## config.mk

```make
export PLATFORM = sky130hd
export DESIGN_NAME = tmr_status_top
export DESIGN_NICKNAME = d
export VERILOG_FILES = /design/src/rtl/tmr_pkg.sv /design/src/rtl/tcsr_ctrl.sv /design/src/rtl/tcsr_dp.sv /design/src/rtl/tmr_status_top.sv
export SDC_FILE = /design/constraint.sdc
export NUM_CORES = 1
export LEC_CHECK = 0
export ABC_AREA = 1
export ABC_CLOCK_PERIOD_IN_PS = 1400
export BUFFER_PORTS_ARGS = -buffer_cell sky130_fd_sc_hd__buf_2
export CORE_UTILIZATION = 45
export DETAILED_ROUTE_END_ITERATION = 10
export GPL_ROUTABILITY_DRIVEN = 0
export HOLD_SLACK_MARGIN = 0.05
export PLACE_DENSITY = 0.77
export SLEW_MARGIN = 15
export SYNTH_ARGS = -nofsm -noshare
export SYNTH_HDL_FRONTEND = slang
export SYNTH_SLANG_ARGS = --single-unit
```

## constraint.sdc

```tcl
create_clock -name clk -period 1.4 [get_ports clk]
set_input_delay 0.28 -clock clk [delete_from_list [all_inputs] [get_ports clk]]
set_output_delay 0.28 -clock clk [all_outputs]
set_load 0.05 [all_outputs]
```

## src/rtl/tmr_pkg.sv

```systemverilog
`timescale 1ns/1ps
package tmr_pkg;
  localparam int FLAG_W = 7;

  typedef struct packed {
    logic [FLAG_W-1:0] clrFlag;
    logic              selWr;
    logic              selVal;
    logic              wipe;
  } ctlStrb_t;
endpackage

```

## src/rtl/tcsr_ctrl.sv

```systemverilog
`timescale 1ns/1ps
module tcsr_ctrl
  import tmr_pkg::*;
(
  input  logic              clk,
  input  logic              rstN,
  input  logic              lowPower,
  input  logic              regRd,
  input  logic              regWr,
  input  logic [7:0]        wrData,
  input  logic [FLAG_W-1:0] flagsIn,
  output ctlStrb_t          strb
);
  logic [FLAG_W-1:0] armed;

  // read-while-one tracker: armed by reads, consumed by any write
  always_ff @(posedge clk) begin
    if (!rstN) armed <= '0;
    else if (lowPower) armed <= '0;
    else armed <= (regWr ? '0 : armed) | (regRd ? flagsIn : '0);
  end

  always_comb begin
    strb.clrFlag = regWr ? (armed & ~wrData[7:1]) : '0;
    strb.selWr   = regWr;
    strb.selVal  = wrData[0];
    strb.wipe    = lowPower;
  end

  // a flag falls only if it was armed, or a low-power cycle wiped it
  a_r4_clear_needs_read: assert property (@(posedge clk) disable iff (!rstN)
    !lowPower |=> ($past(lowPower) ||
                   (($past(flagsIn) & ~flagsIn & ~$past(armed)) == '0)));
endmodule

```

## src/rtl/tcsr_dp.sv

```systemverilog
`timescale 1ns/1ps
module tcsr_dp
  import tmr_pkg::*;
#(
  parameter int CNT_W = 16
) (
  input  logic              clk,
  input  logic              rstN,
  input  logic              tickEn,
  input  logic [3:0]        capEdge,
  input  logic              bufEnA,
  input  logic              bufEnB,
  input  logic [CNT_W-1:0]  cmpValA,
  input  logic [CNT_W-1:0]  cmpValB,
  input  logic [FLAG_W-1:0] irqEn,
  input  ctlStrb_t          strb,
  output logic [FLAG_W-1:0] flags,
  output logic              clrSel,
  output logic [CNT_W-1:0]  count,
  output logic [CNT_W-1:0]  capA,
  output logic [CNT_W-1:0]  capB,
  output logic [CNT_W-1:0]  capC,
  output logic [CNT_W-1:0]  capD,
  output logic [FLAG_W-1:0] irq
);
  localparam logic [CNT_W-1:0] CNT_MAX = '1;

  logic [1:0]        bufEn;
  logic [3:0]        capSet;
  logic [CNT_W-1:0]  priVal [2];
  logic [CNT_W-1:0]  secVal [2];
  logic              matchA, matchB, wrapHit;
  logic [FLAG_W-1:0] setVec;

  assign bufEn = {bufEnB, bufEnA};

  // channel pair g: primary A/B, partner C/D
  for (genvar g = 0; g < 2; g++) begin : gPair
    logic [CNT_W-1:0] priReg, secReg;
    logic priHit, secHit;
    assign priHit = capEdge[3-g];
    assign secHit = capEdge[1-g] && !bufEn[g];
    always_ff @(posedge clk) begin
      if (!rstN) begin
        priReg <= '0;
        secReg <= '0;
      end else begin
        if (priHit) begin
          priReg <= count;
          if (bufEn[g]) secReg <= priReg;
        end
        if (secHit) secReg <= count;
      end
    end
    assign priVal[g]   = priReg;
    assign secVal[g]   = secReg;
    assign capSet[3-g] = priHit;
    assign capSet[1-g] = secHit;
  end

  assign capA = priVal[0];
  assign capB = priVal[1];
  assign capC = secVal[0];
  assign capD = secVal[1];

  assign matchA  = tickEn && (count == cmpValA);
  assign matchB  = tickEn && (count == cmpValB);
  assign wrapHit = tickEn && (count == CNT_MAX) && !(clrSel && matchA);
  assign setVec  = {capSet, matchA, matchB, wrapHit};

  always_ff @(posedge clk) begin
    if (!rstN) count <= '0;
    else if (tickEn) count <= (clrSel && matchA) ? '0 : count + 1'b1;
  end

  always_ff @(posedge clk) begin
    if (!rstN || strb.wipe) begin
      flags  <= '0;
      clrSel <= 1'b0;
    end else begin
      flags <= (flags & ~strb.clrFlag) | setVec;
      if (strb.selWr) clrSel <= strb.selVal;
    end
  end

  assign irq = flags & irqEn;

  // a flag never rises without a hardware event
  a_r3_no_sw_set: assert property (@(posedge clk) disable iff (!rstN)
    1'b1 |=> ((flags & ~$past(flags) & ~$past(setVec)) == '0));
  // every event lands, even against a clearing write
  a_r5_set_wins: assert property (@(posedge clk) disable iff (!rstN)
    !strb.wipe |=> (($past(setVec) & ~flags) == '0));
  // low power empties the byte
  a_r9_wipe: assert property (@(posedge clk) disable iff (!rstN)
    strb.wipe |=> (flags == '0 && !clrSel));
  // buffered capture shifts the old value into the partner
  a_r6_buffer_shift: assert property (@(posedge clk) disable iff (!rstN)
    (capEdge[3] && bufEnA) |=> (capC == $past(capA)));
  // clearing match returns the counter to zero
  a_r7_clear_on_match: assert property (@(posedge clk) disable iff (!rstN)
    (tickEn && clrSel && count == cmpValA) |=> (count == '0));
  // wrap gives zero and the overflow flag
  a_r8_wrap: assert property (@(posedge clk) disable iff (!rstN)
    (tickEn && count == CNT_MAX && !(clrSel && count == cmpValA) && !strb.wipe)
      |=> (count == '0 && flags[0]));
endmodule

```

## src/rtl/tmr_status_top.sv

```systemverilog
`timescale 1ns/1ps
module tmr_status_top
  import tmr_pkg::*;
#(
  parameter int CNT_W = 16
) (
  input  logic              clk,
  input  logic              rstN,
  input  logic              lowPower,
  input  logic              tickEn,
  input  logic [3:0]        capEdge,
  input  logic              bufEnA,
  input  logic              bufEnB,
  input  logic [CNT_W-1:0]  cmpValA,
  input  logic [CNT_W-1:0]  cmpValB,
  input  logic [FLAG_W-1:0] irqEn,
  input  logic              regRd,
  input  logic              regWr,
  input  logic [7:0]        wrData,
  output logic [7:0]        rdData,
  output logic [CNT_W-1:0]  count,
  output logic [CNT_W-1:0]  capA,
  output logic [CNT_W-1:0]  capB,
  output logic [CNT_W-1:0]  capC,
  output logic [CNT_W-1:0]  capD,
  output logic [FLAG_W-1:0] irq
);
  ctlStrb_t          strb;
  logic [FLAG_W-1:0] flags;
  logic              clrSel;

  tcsr_ctrl uCtrl (
    .clk(clk), .rstN(rstN), .lowPower(lowPower), .regRd(regRd),
    .regWr(regWr), .wrData(wrData), .flagsIn(flags), .strb(strb)
  );

  tcsr_dp #(.CNT_W(CNT_W)) uDp (
    .clk(clk), .rstN(rstN), .tickEn(tickEn), .capEdge(capEdge),
    .bufEnA(bufEnA), .bufEnB(bufEnB), .cmpValA(cmpValA), .cmpValB(cmpValB),
    .irqEn(irqEn), .strb(strb), .flags(flags), .clrSel(clrSel),
    .count(count), .capA(capA), .capB(capB), .capC(capC), .capD(capD),
    .irq(irq)
  );

  assign rdData = {flags, clrSel};
endmodule

```

==> impl_results.md, run 1 <==
* DRT Pass-1 Iters at 4
* Final net count at 821
* Tot Pwr at 5.629 mW
* Worst Path Max Fanout at 4
* Run status: complete, but fails checks
* Met2 WL at 6426 µm
* Ant diodes at 0
* Initial antenna violation count at 0
* Largest net degree at the start of global routing at 34
* Metal3 WL at 943 µm
* Die footprint at 9747 µm²
* Worst Setup End Kind: flop
* Worst-margin pin slew at 512.2 ps
* Hold Buf Count CTS at 0
* Final Instance Count excl. Fillers at 873
* Synth area leader: dfxtp_1
* Core box area at 8891 µm²
* Iter 0 DRT Violations at 262
* Routed length per instance at 15.42 µm
* Async S/R FF share, synth at 0%
* Starting density of the core at 47.35%
* CP required at 1630 ps
* Finished Core Util at 64.90%
* Vias per inst at 5.330
* Worst IR Drop VDD at 0.5192 mV
* RSZ-0062 raised after global routing: true
* Vias in the first global route at 4276
* Syn_nets at 636
* Cell area after synthesis at 4210 µm²
* TritonCTS clock tree: done
* Pins Over Slew Limit at 0
* Final setup TNS at -1575 ps
* Synth top area share at 45.17%
* Hold Path Stages at 3
* Failing checks: negative setup slack
* Synth Area per Inst at 7.310 µm²
* Share of cells above drive strength 1 at 36.73%
* # setup viols final at 19
* Synth area leaders: dfxtp_1, o21ai_0, nand2_1
* Synth Area in XOR/XNOR at 4.368%
* Chip Width at 98.73 µm
* Leading cell types by count after synthesis: nand2_1, dfxtp_1, o21ai_0, a21oi_1, inv_1
* Max_cap viols at 0
* I/O Pins at 154
* Yosys reg bits at 95
* Final Hold Vio Count at 0
* Inserted Clock Buffers at 9
* Post-Synthesis Cells at 576
* Area growth, synth to finish at 37.06%
* Startpoint types: flop
* P_leak at 2.644 nW
* Mux cell area share after synthesis at 0%
* Reg2Reg Depth at 10
* EDFF count, synth at 0
* Unique cell type count in the Yosys netlist at 27
* Most common cell in the netlist: nand2_1
* Placement row count at 34
* IO Port Bufs at 153
* Total grt overflow at 0
* Worst-path clk slew at 90 ps
* # placed instances at 853
* Final WL at 13460 µm
* CTS H-tree depth at 3
* Wl on met1 at 5806 µm
* Drt drc at 0
* GRT Util Overall at 27.49%
* Adder-Cell Fraction of Synth Area at 0.2972%
* Post-Synth Simple-Gate Area at 18.87%
* Register area share after synthesis at 45.17%
* Clk buf depth at 2
* Clk_skew at 9.765 ps
* Worst Path Class, Setup: reg2reg
* Clock Root Buffer: clkbuf_8
* Total number of vias at 4653
* Slew margin rel. at 65.82%
* Hold WC Path Type: in2reg
* Top sig layer: met4
* Post-DP HPWL at 10140 µm
* First-pass GRT wire length at 21010 µm
* Final worst slack at -123.4 ps
* Post-synthesis compound-gate area fraction at 23.66%
* Period utilization at 108.8%
* Syn. warnings at 0
* Largest family of logic cells by synthesized area: compound AO/OA/AOI/OAI gates
* Post-layout min period at 1523 ps
* Routed Antenna Nets at 0
* Die Ht at 98.73 µm
* Clock sink count at 95
* Worst-Skew Late Latency at 350 ps
* PD cells at 975.4 nW/µm²
* Arrival time worst endpoint at 1760 ps
* FMAX at 656.4 MHz
* Top_reg_cell synth: dfxtp_1
-- layout make-up --
cell class	instances	area [µm²]
inverter	48	195.2
tap	108	135.1
fill	778	3120
timing repair buffer	204	1222
clock inverter	4	27.53
sequential	95	1964
multi-input combinational	403	2073
clock buffer	11	152.6
-- worst paths after layout --
check | startpoint | end | slack [ps]
max | uDp.count[1] | uDp.flags[0] | -120
min | wrData[0] | uDp.clrSel | 180
max reg2reg | uDp.count[1] | uDp.flags[0] | -120
min reg2reg | uDp.capD[4] | uDp.capD[4] | 470
-- metrics by stage --
| stage | instance area (µm²) | hold slack (ps) | setup slack [ps] |
|---|---|---|---|
| 2_1_floorplan | 4315 | 416.1 | -52.04 |
| 6_report | 5771 | 180.3 | -123.4 |
| 3_3_place_gp | 5390 | 447.7 | -50.11 |
| 5_1_grt | 5771 | 173.6 | -231.7 |
| 4_1_cts | 5664 | 164.9 | -50.38 |
| 3_5_place_dp | 5390 | 453.0 | -124.8 |
-- cells by family after synthesis --
kind of cell	after synthesis
adders and majority gates	1
AOI/OAI and AO/OA	194
xor gates and xnor gates	21
buffers and inverters	78
DFF	95
and+or+nand+nor	187
-- layer usage --
layer,track usage (%),up-vias
met2,47.02,213
met3,5.532,28
met5,0,-
li1,-,2273
met1,34.85,2139
met4,8.840,0
-- layout by cell type (no fill, tap or decap), types with 4 or more instances in the layout --
cell type / synthesis / final
nor3_1: 7 / 5
dfxtp_1: 95 / 77
o21ai_0: 92 / 91
inv_1: 40 / 38
xnor2_1: 8 / 8
nand4_1: 4 / 4
nand2_1: 118 / 113
nand2_2: 0 / 5
nand3_1: 6 / 4
buf_6: 0 / 7
buf_2: 5 / 137
o21ai_1: 3 / 4
clkbuf_4: 0 / 5
a21oi_1: 82 / 81
inv_2: 8 / 4
dfxtp_4: 0 / 16
o22ai_1: 15 / 15
nor2_2: 15 / 17
buf_4: 1 / 54
nor2_1: 31 / 27
inv_4: 0 / 7
xor2_1: 13 / 13
clkbuf_8: 0 / 9
-- where the power goes --
part           total [mW]  switching (mW)  internal, mW
combinational        1.07           0.762         0.308
clock                1.69           0.944         0.751
sequential           2.86          0.0806          2.78
total                5.63            1.79          3.84
-- flip-flops by register name (all words and copies together) (netlist names) --
| register | flops |
|---|---|
| uDp.capD | 16 |
| uDp.count | 16 |
| uDp.capA | 16 |
| uDp.capB | 16 |
| uCtrl.armed | 7 |
| uDp.capC | 16 |
| uDp.clrSel | 1 |
| uDp.flags | 7 |
-- repair_timing --
item / CTS / global route
setup endpoints to repair: 25 / 28
setup buffers: 1 / 5
gates resized for setup: 26 / 24
pin swaps: 5 / 17
gates cloned: 0 / 0
-- critical path, cell delays in order, from the launching register on --
cell	delay (ps)
dfxtp_4	380
buf_6	130
nand2_2	50
nand2_1	50
nor2_1	100
nand2_1	100
nor2_4	150
nand4_4	160
buf_6	160
nand2_2	60
a21oi_2	50
No activity file was read; power rests on OpenSTA's default activity.
==> run 2: changes to the inputs <==
--- a/config.mk
+++ b/config.mk
@@ -5,15 +5,15 @@
 export SDC_FILE = /design/constraint.sdc
 export NUM_CORES = 1
 export LEC_CHECK = 0
-export ABC_AREA = 1
-export ABC_CLOCK_PERIOD_IN_PS = 1400
+export ABC_CLOCK_PERIOD_IN_PS = 1900
 export BUFFER_PORTS_ARGS = -buffer_cell sky130_fd_sc_hd__buf_2
-export CORE_UTILIZATION = 45
+export CORE_UTILIZATION = 54
 export DETAILED_ROUTE_END_ITERATION = 10
 export GPL_ROUTABILITY_DRIVEN = 0
 export HOLD_SLACK_MARGIN = 0.05
-export PLACE_DENSITY = 0.77
+export PLACE_DENSITY = 0.85
 export SLEW_MARGIN = 15
 export SYNTH_ARGS = -nofsm -noshare
 export SYNTH_HDL_FRONTEND = slang
+export SYNTH_HIERARCHICAL = 1
 export SYNTH_SLANG_ARGS = --single-unit
==> constraint.sdc (replaced) <==
create_clock -name clk -period 1.9 [get_ports clk]
set_input_delay 0.38 -clock clk [delete_from_list [all_inputs] [get_ports clk]]
set_output_delay 0.38 -clock clk [all_outputs]
set_load 0.05 [all_outputs]
==> run 2 against run 1 <==
Net effect:
- highest routed layer unchanged
- critical path depth decreased by 8
- synthesized cell count shrank 16%
- setup slack better by 240 ps
- the flow now finishes without violations
- global-route usage increased by 1.5 points
- largest power group unchanged
- clock-buffer cell count fell by 1
- register-to-register slack better by 310 ps
==> impl_results.md, run 2 <==
* Placement row count at 33 (-2.9%)
* Final setup TNS at 0 ps (+1575 ps)
* Commonest non-fill, non-tap cell in the layout: buf_2
* GRT Util Overall at 28.94% (+1.5 points)
* Die Ht at 94.02 µm (-4.8%)
* Clock sink count at 95 (unchanged)
* Worst-Skew Late Latency at 370 ps (+20 ps)
* Hold slack at 263.0 ps (+82.66 ps)
* R2r setup slk at 190 ps (+310 ps)
* Post-layout min period at 1787 ps
* Final Hold Vio Count at 0 (unchanged)
* Routed length per instance at 17.28 µm (+12%)
* Slew margin rel. at 70.25% (+4.4 points)
* IO Port Bufs at 153 (unchanged)
* Post-CTS sizing at 0 (-100%)
* Clk buf depth at 2 (unchanged)
* Post-CTS setup buffer count at 0 (-1)
* Cell area after synthesis at 4572 µm² (+8.6%)
* P_leak at 2.638 nW (-0.22%)
* Top_reg_cell synth: dfxtp_1
* Routed Antenna Nets at 0 (unchanged)
* Yosys reg bits at 95 (unchanged)
* Die footprint at 8839 µm² (-9.3%)
* Max_cap viols at 0 (unchanged)
* Worst IR Drop VDD at 0.5369 mV (+3.4%)
* Worst Path Max Fanout at 6 (+2)
* Core box area at 8217 µm² (-7.6%)
* Switch share at 30.35% (-1.4 points)
* Clock Power Share at 32.6% (+2.5 points)
* Largest stage delay on the critical path at 510 ps (+130 ps)
* Startpoint types: flop
* EDFF count, synth at 0 (unchanged)
* Vias per inst at 5.519 (+3.5%)
* Run status: finished, final reports clean
* Initial antenna violation count at 1 (+1)
* Synth area leader: dfxtp_1
* Area growth, synth to finish at 22.14%
* # fillers at 677 (-13%)
* Worst-path clk slew at 100 ps (about the same)
* Largest net degree at the start of global routing at 44 (+29%)
* Multi-input logic area at 2350 µm² (+13%)
* Clk_skew at 10.36 ps (+0.5983 ps)
* Async S/R FF share, synth at 0% (unchanged)
* CP Cell Sequence: buf_4 > buf_2
* FMAX at 559.5 MHz
* DRT Pass-1 Iters at 5 (+1)
* Unique cell type count in the Yosys netlist at 35 (+30%)
* Worst Path Class, Setup: reg2out
* Synth top area share at 41.60% (-3.6 points)
* Iter 0 DRT Violations at 259 (-1.1%)
* Pins Over Slew Limit at 0 (unchanged)
* Syn. warnings at 6 (+6)
* Logic pwr share at 15.3% (-3.7 points)
* FF+latch area at 1903 µm² (-3.1%)
* Post-Synthesis Cells at 482 (-16%)
* Reg power frac at 52.0% (+1.1 points)
* Inserted Clock Buffers at 9 (unchanged)
* Hold Buf Count CTS at 0 (unchanged)
* Post-DP HPWL at 9112 µm (-10%)
* Commonest cells after routing, fill and taps aside: buf_2, dfxtp_1, nor2_1
* # setup viols final at 0 (-19)
* Worst Setup End Kind: output port
* Net switching power at 1.208 mW (-32%)
* Total grt overflow at 0 (unchanged)
* Synth area leaders: dfxtp_1, mux2i_1, a211oi_1
* Chip Width at 94.02 µm (-4.8%)
* Worst path slowest cell: dfxtp_1
* Cell internal pwr at 2.772 mW (-28%)
* Synth Area per Inst at 9.485 µm² (+30%)
* Worst-margin pin slew at 445.6 ps (-66.59 ps)
* Arrival time worst endpoint at 1410 ps (-350 ps)
* TritonCTS clock tree: done
* Period utilization at 94.07%
* Most common cell in the netlist: dfxtp_1
* Register area share after synthesis at 41.60% (-3.6 points)
* Starting density of the core at 55.64% (+8.3 points)
* CTS H-tree depth at 3 (unchanged)
* Vias in the first global route at 3864 (-9.6%)
* CP required at 1520 ps (-110 ps)
* Drt drc at 0 (unchanged)
* Total number of vias at 4062 (-13%)
* Hold WC Path Type: in2reg
* First-pass GRT wire length at 19220 µm (-8.5%)
* RSZ-0062 raised after global routing: false
* Final WL at 12720 µm (-5.5%)
* I/O Pins at 154 (unchanged)
* PD cells at 712.7 nW/µm² (-27%)
* Final net count at 685 (-17%)
* Clock Root Buffer: clkbuf_8
* Syn_nets at 542 (-15%)
* Share of cells above drive strength 1 at 33.81% (-2.9 points)
* Leading cell types by count after synthesis: dfxtp_1, nor2_1, mux2i_1, a211oi_1, xnor2_1
==> run 2: changes by cell type in the layout (fill, tap and decap cells not counted), moves of 16 or more <==
cell      previous run  this run
nor2_2              17         0
dfxtp_4             16         0
inv_1               38         8
a211oi_1             0        45
o21ai_0             91         3
buf_2              137       153
mux2i_1              0        64
nor2_1              27        74
dfxtp_1             77        94
xnor2_1              8        30
buf_4               54        25
a21oi_1             81        13
nand2_1            113        20
==> run 2: logic make-up after synthesis <==
| kind of cell | share of synthesized area (%) |
|---|---|
| and+or+nand+nor | 17.68 |
| DFF | 41.60 |
| AOI/OAI and AO/OA | 10.37 |
| muxes | 14.01 |
| buffers and inverters | 7.061 |
| xor gates and xnor gates | 9.004 |
| adders and majority gates | 0.2736 |
==> run 2: critical path, delay by kind of cell, from the launching register on <==
family                 cells  cell delay (ps)
buffers and inverters      2              520
DFF                        1              510
==> run 2: metrics by stage <==
step           utilization [%]  worst slack, ps  area [µm²]  cells  power, mW
5_1_grt                  67.96            35.17        5584    736      4.142
3_3_place_gp             65.62            260.7        5391    719      2.708
3_5_place_dp             65.62            246.3        5391    719      2.721
4_1_cts                  67.93            99.19        5582    735      3.997
2_1_floorplan                -            10.78        4573    482      2.541
6_report                 67.96            112.7        5584    736      3.980
==> run 2: path summary, 6_finish.rpt <==
kind             startpoint             end  cells past startpoint
max            uDp/count[5]        count[5]                      2
min               wrData[0]      uDp/clrSel                      3
max reg2reg    uDp/count[4]    uDp/flags[0]                      4
min reg2reg  uCtrl/armed[3]  uCtrl/armed[3]                      2
==> run 2: final cells by class <==
class / instances / share of cell area, %
Multi-Input combinational cell: 331 / 42.08
Sequential cell: 95 / 34.08
Timing Repair Buffer: 179 / 17.43
Clock buffer: 10 / 2.465
Tap cell: 105 / 2.353
Clock inverter: 6 / 0.9411
Inverter: 9 / 0.6050
Antenna cell: 1 / 0.04481
==> run 2: power by group through the flow <==
stage               Sequential, mW  Combinational (mW)  Clock (mW)
floorplan                     2.28               0.261           0
global placement              2.11               0.595           0
detailed placement            2.12               0.605           0
CTS                           2.07               0.608        1.32
global route                  2.08               0.645        1.42
finish                        2.07               0.610        1.30
==> run 2: per-layer routing <==
metal	up-vias	track usage, %	share of wire (%)	routed length [µm]
li1	1940	-	-	-
met1	1914	36.27	43	5416
met2	184	46.35	47	5969
met3	24	8.333	8.0	1022
met4	0	12.05	2.4	308
met5	-	0	0	0
